**src/rtl/rtc_alarm_flags.sv**
```systemverilog
module rtc_alarm_flags #(
  parameter int W = 8
) (
  input  logic         clk,
  input  logic         rst_n,
  input  logic         upd_stb,
  input  logic         rd_c_stb,
  input  logic         set_mode,
  input  logic         alm_ie,
  input  logic         upd_ie,
  input  logic         bin_mode,
  input  logic         hr24,
  input  logic [W-1:0] sec_now,
  input  logic [W-1:0] min_now,
  input  logic [W-1:0] hour_now,
  input  logic [W-1:0] sec_alm,
  input  logic [W-1:0] min_alm,
  input  logic [W-1:0] hour_alm,
  output logic [W-1:0] flags_c,
  output logic         irq
);
  localparam logic [W-1:0] TEN    = W'(10);
  localparam logic [W-1:0] TWELVE = W'(12);

  logic uf_q, af_q, irqf_q;

  function automatic logic [W-1:0] to_val(input logic [W-1:0] b, input logic bin);
    return bin ? b : (W'(b[7:4]) * TEN + W'(b[3:0]));
  endfunction

  function automatic logic [W-1:0] hour_val(input logic [W-1:0] b, input logic bin,
                                            input logic h24);
    logic [W-1:0] v;
    v = to_val({1'b0, b[6:0]}, bin);
    return h24 ? to_val(b, bin) : (v % TWELVE + (b[7] ? TWELVE : '0));
  endfunction

  wire sec_hit  = (&sec_alm[7:6])  || (to_val(sec_alm, bin_mode) == to_val(sec_now, bin_mode));
  wire min_hit  = (&min_alm[7:6])  || (to_val(min_alm, bin_mode) == to_val(min_now, bin_mode));
  wire hour_hit = (&hour_alm[7:6]) ||
                  (hour_val(hour_alm, bin_mode, hr24) == hour_val(hour_now, bin_mode, hr24));

  wire stb   = upd_stb & ~set_mode;
  wire alarm = stb & sec_hit & min_hit & hour_hit;

  wire uf_b   = uf_q   & ~rd_c_stb;
  wire af_b   = af_q   & ~rd_c_stb;
  wire irqf_b = irqf_q & ~rd_c_stb;

  wire fresh = (stb & ~uf_b & upd_ie) | (alarm & ~af_b & alm_ie);

  always_ff @(posedge clk) begin
    if (!rst_n) begin
      uf_q   <= 1'b0;
      af_q   <= 1'b0;
      irqf_q <= 1'b0;
    end else begin
      uf_q   <= uf_b | stb;
      af_q   <= af_b | alarm;
      irqf_q <= irqf_b | fresh;
    end
  end

  assign flags_c = {irqf_q, 1'b0, af_q, uf_q, 4'b0000};
  assign irq     = irqf_q;

  AST_UF_AFTER_STROBE: assert property (@(posedge clk) disable iff (!rst_n)
    (upd_stb && !set_mode) |=> flags_c[4]);
  AST_READ_CLEARS: assert property (@(posedge clk) disable iff (!rst_n)
    (rd_c_stb && !upd_stb) |=> (flags_c == '0 && !irq));
  AST_SET_BLOCKS: assert property (@(posedge clk) disable iff (!rst_n)
    (set_mode && !rd_c_stb) |=> $stable(flags_c));
  AST_IRQ_NEEDS_ENABLE: assert property (@(posedge clk) disable iff (!rst_n)
    $rose(irq) |-> $past(upd_ie || alm_ie));
  AST_IDLE_HOLDS: assert property (@(posedge clk) disable iff (!rst_n)
    (!upd_stb && !rd_c_stb) |=> $stable(flags_c));
  AST_RESERVED_ZERO: assert property (@(posedge clk) disable iff (!rst_n)
    (flags_c[6] == 1'b0 && flags_c[3:0] == 4'b0));
endmodule

```
**config.mk**
```make
export PLATFORM = sky130hd
export DESIGN_NAME = rtc_alarm_flags
export DESIGN_NICKNAME = d
export VERILOG_FILES = /design/src/rtl/rtc_alarm_flags.sv
export SDC_FILE = /design/constraint.sdc
export NUM_CORES = 1
export LEC_CHECK = 0
export CORE_ASPECT_RATIO = 1.1
export CORE_UTILIZATION = 54
export CTS_BUF_LIST = sky130_fd_sc_hd__clkbuf_16
export CTS_CLUSTER_DIAMETER = 200
export DETAILED_ROUTE_END_ITERATION = 7
export PLACE_DENSITY = 0.93
export SLEW_MARGIN = 20
export SYNTH_ARGS = -nofsm -noshare
export SYNTH_HDL_FRONTEND = slang
export SYNTH_SLANG_ARGS = --single-unit
```
**constraint.sdc**
```tcl
create_clock -name clk -period 6 [get_ports clk]
set_clock_uncertainty 0.15 [all_clocks]
set_input_delay 1.5 -clock clk [delete_from_list [all_inputs] [get_ports clk]]
set_output_delay 1.5 -clock clk [all_outputs]
set_load 0.02 [all_outputs]
```
==> run metrics <==
Fmax achieved=0.1772 GHz; EDFF count, synth=0; Avg Synthesized Cell Area=8.237 um2; CTS tree=yes; max-cap violations=0; Seq/Total Area, Yosys=1.787%; total track usage=about a quarter; WL/cell=15.63 um; synth top area cells=ha_1 18%, xnor2_1 11%, fa_1 8.3%; Most used DFF post-synth=dfxtp_1; vias in the first global route=3367; Reg clk slew, reported paths=roughly 0.030 ns; Overall Power=619.9 uW; largest net degree at the start of global routing=37; Slew @ Worst Pin=roughly 0.48 ns; GPL Wtd Cong=0.9001; initial antenna violation count=0; diode count=0; Root Driver=clkbuf_16; post-synthesis async set-or-reset flop share=0%; num rows=29; Die Span X=77.22 um; Max Used Layer=met4; Initial Util=57.17%; outcome=completed; pwr dens=147.1 nW/um2; Endpoint, Worst Hold=af_q; IO buf count=60; hpwl dp=7202 um; Crit Path Category=primary input to flip-flop; Hold WC Path Type=flip-flop to flip-flop; R2R depth=5; CP startpoint kind=primary input; post-route worst setup slack=0.3579 ns; worst vdd ir=around 0.13 mV; register area=60.06 um2; final setup violation count=0; Setup WS pre-CTS=0.0005822 ns; Area Growth Syn to Fin=25.39%; final net count=597; Fin Setup TNS=0 ns; Final Cycle Share=between 90% and 100%; Core ar.=5878 um2; dominant cell type by area after synthesis=ha_1; r2r setup slk=4.92 ns; Worst-Skew Late Latency=0.22 ns; routed wl met3=262 um; Mapped Cells=408; YS warnings=0; Worst Hold Launch=af_q; slowest stage delay, CP=0.46 ns; hold depth=2; Fill cells=443; total CTS buffers=3; vias per std cell=5.995; met2 WL=4587 um; final hold vios=0; cell leakage power=1.801 nW; Distinct cells, synth=68; Synth Cell Area=3361 um2; share of cells above drive strength 1=9.224%; drt pass-1 iters=4; critical path arrival=5.65 ns; vias=3321; crit path max fanout=5; Crit-path slowest cell=clkdlybuf4s50_1; DRT Wirelength=8661 um; Die Footprint=6544 um2; H-tree depth=1; Setup crit end kind=flip-flop; Worst EP required=6.01 ns; # IOs=66; Clock Path Buffers=2; worst reg2reg endpoint=irq; post-CTS setup buffers=0; CTS Sinks=3; Routed met1 length=3582 um; FF-to-FF Start=uf_q; area of the multi-input gates=~3200 um2; RSZ-0062 raised after global routing=false; post-route ant nets=0; Rel. slew slack=between 60% and 70%; die span in y=between 80 and 90 um; worst-path cell chain=clkdlybuf4s50_1 > ha_1 > fa_1 > a21o_4 > a21oi_1 > o21bai_1 > a31oi_2 > xnor2_1 > mux2i_1 > a32oi_1 > o221ai_1 > ha_1 > fa_1 > xor2_1 > nor3_1 > a31oi_1 > nor3_1 > o311a_1 > o211ai_2 > o21ai_2; 1st-iter DRT viols=190; Max Transition Viols Final=0; Tmin final=between 5 and 6 ns; first-pass GRT wire length=14370 um; Seq cells post-synth=3; Post-CTS Hold Buffers=0; top cell type's share of synthesized area=17.87%; gr ovfl total=0; DRC violations left=0
-- per-stage QoR --
step           util (%)  hold WS [ns]  area [um2]  std cells
2_1_floorplan         -        0.3057        3376        412
3_3_place_gp      69.58        0.3298        4090        550
3_5_place_dp      69.58        0.3319        4090        550
4_1_cts           70.92        0.3343        4169        554
5_1_grt           71.69        0.3697        4214        554
6_report          71.69        0.3386        4214        554
-- state kept, by name, indices dropped and copies added, names as in the netlist --
signal  count
af_q        1
irq         1
uf_q        1
-- per-layer routing --
| layer | global-route usage (%) | vias up |
|---|---|---|
| li1 | - | 1631 |
| met1 | 29.74 | 1568 |
| met2 | 51.49 | 95 |
| met3 | 1.848 | 27 |
| met4 | 9.262 | 0 |
| met5 | 0 | - |
-- layout make-up --
class	instances	share of cell area [%]
Multi-Input combinational cell	372	75.00
Clock buffer	3	1.781
Clock inverter	1	0.08907
Tap cell	77	2.286
Timing Repair Buffer	76	17.46
Sequential cell	3	1.425
Inverter	22	1.960
-- cells by family (layout without fill, tap and decap cells) --
family / Yosys count / after routing / synth area share (%)
simple gates: 111 / 111 / 18.21
compound gates: 108 / 108 / 23.94
xor+xnor: 73 / 73 / 19.84
fa+ha+maj: 62 / 62 / 26.21
buf+inv: 37 / 102 / 5.882
mux: 13 / 13 / 4.021
flops: 3 / 3 / 1.787
other cells: 1 / 5 / 0.1116
-- placed cells by master (no fill, tap or decap), types with 8 or more instances in the layout --
master,instances
a21o_1,8
a21oi_1,22
and2_1,8
buf_4,15
clkdlybuf4s50_1,59
fa_1,13
ha_1,46
inv_1,23
mux2i_1,10
nand2_1,24
nand3_1,10
nor2_1,13
nor2b_1,16
nor3_1,11
o21ai_0,17
xnor2_1,44
xor2_1,27
-- how the worst max path moves through the flow --
stage	start	end	slack (ns)	cells after the start
floorplan	hour_alm[1]	irq	0.82	19
global placement	hour_alm[1]	irq	0.17	20
detailed placement	hour_now[4]	irq	0.0006	19
CTS	hour_now[4]	irq	0.23	19
global route	hour_alm[6]	irq	0.004	20
finish	hour_alm[4]	irq	0.36	20
-- cell usage after synthesis (all sizes together), types with 12 or more instances --
cell   number
nor2       13
a21oi      23
o21ai      21
nor2b      16
nand2      24
ha         48
inv        22
xor2       27
xnor2      44
fa         14
mux2i      12
buf        14
-- power by group --
part           switching [mW]  internal (mW)  total (mW)
clock                  0.0174         0.0858       0.103
sequential           0.000418         0.0208      0.0212
combinational           0.253          0.242       0.495
-- worst max-delay path: cells and delay by family --
| family | cells | cell delay (ns) |
|---|---|---|
| AND/OR/NAND/NOR | 2 | 0.30 |
| buffers and inverters | 1 | 0.46 |
| XOR/XNOR | 2 | 0.34 |
| multiplexers | 1 | 0.11 |
| adder cells (fa/ha/maj) | 4 | 1.35 |
| AO/OA/AOI/OAI | 10 | 1.61 |
-- timing repair --
item,CTS,global route
hold endpoints to repair,0,0
endpoints found under the setup margin,0,2
gates resized for setup,0,10
Power figures use the tool's default switching activity.
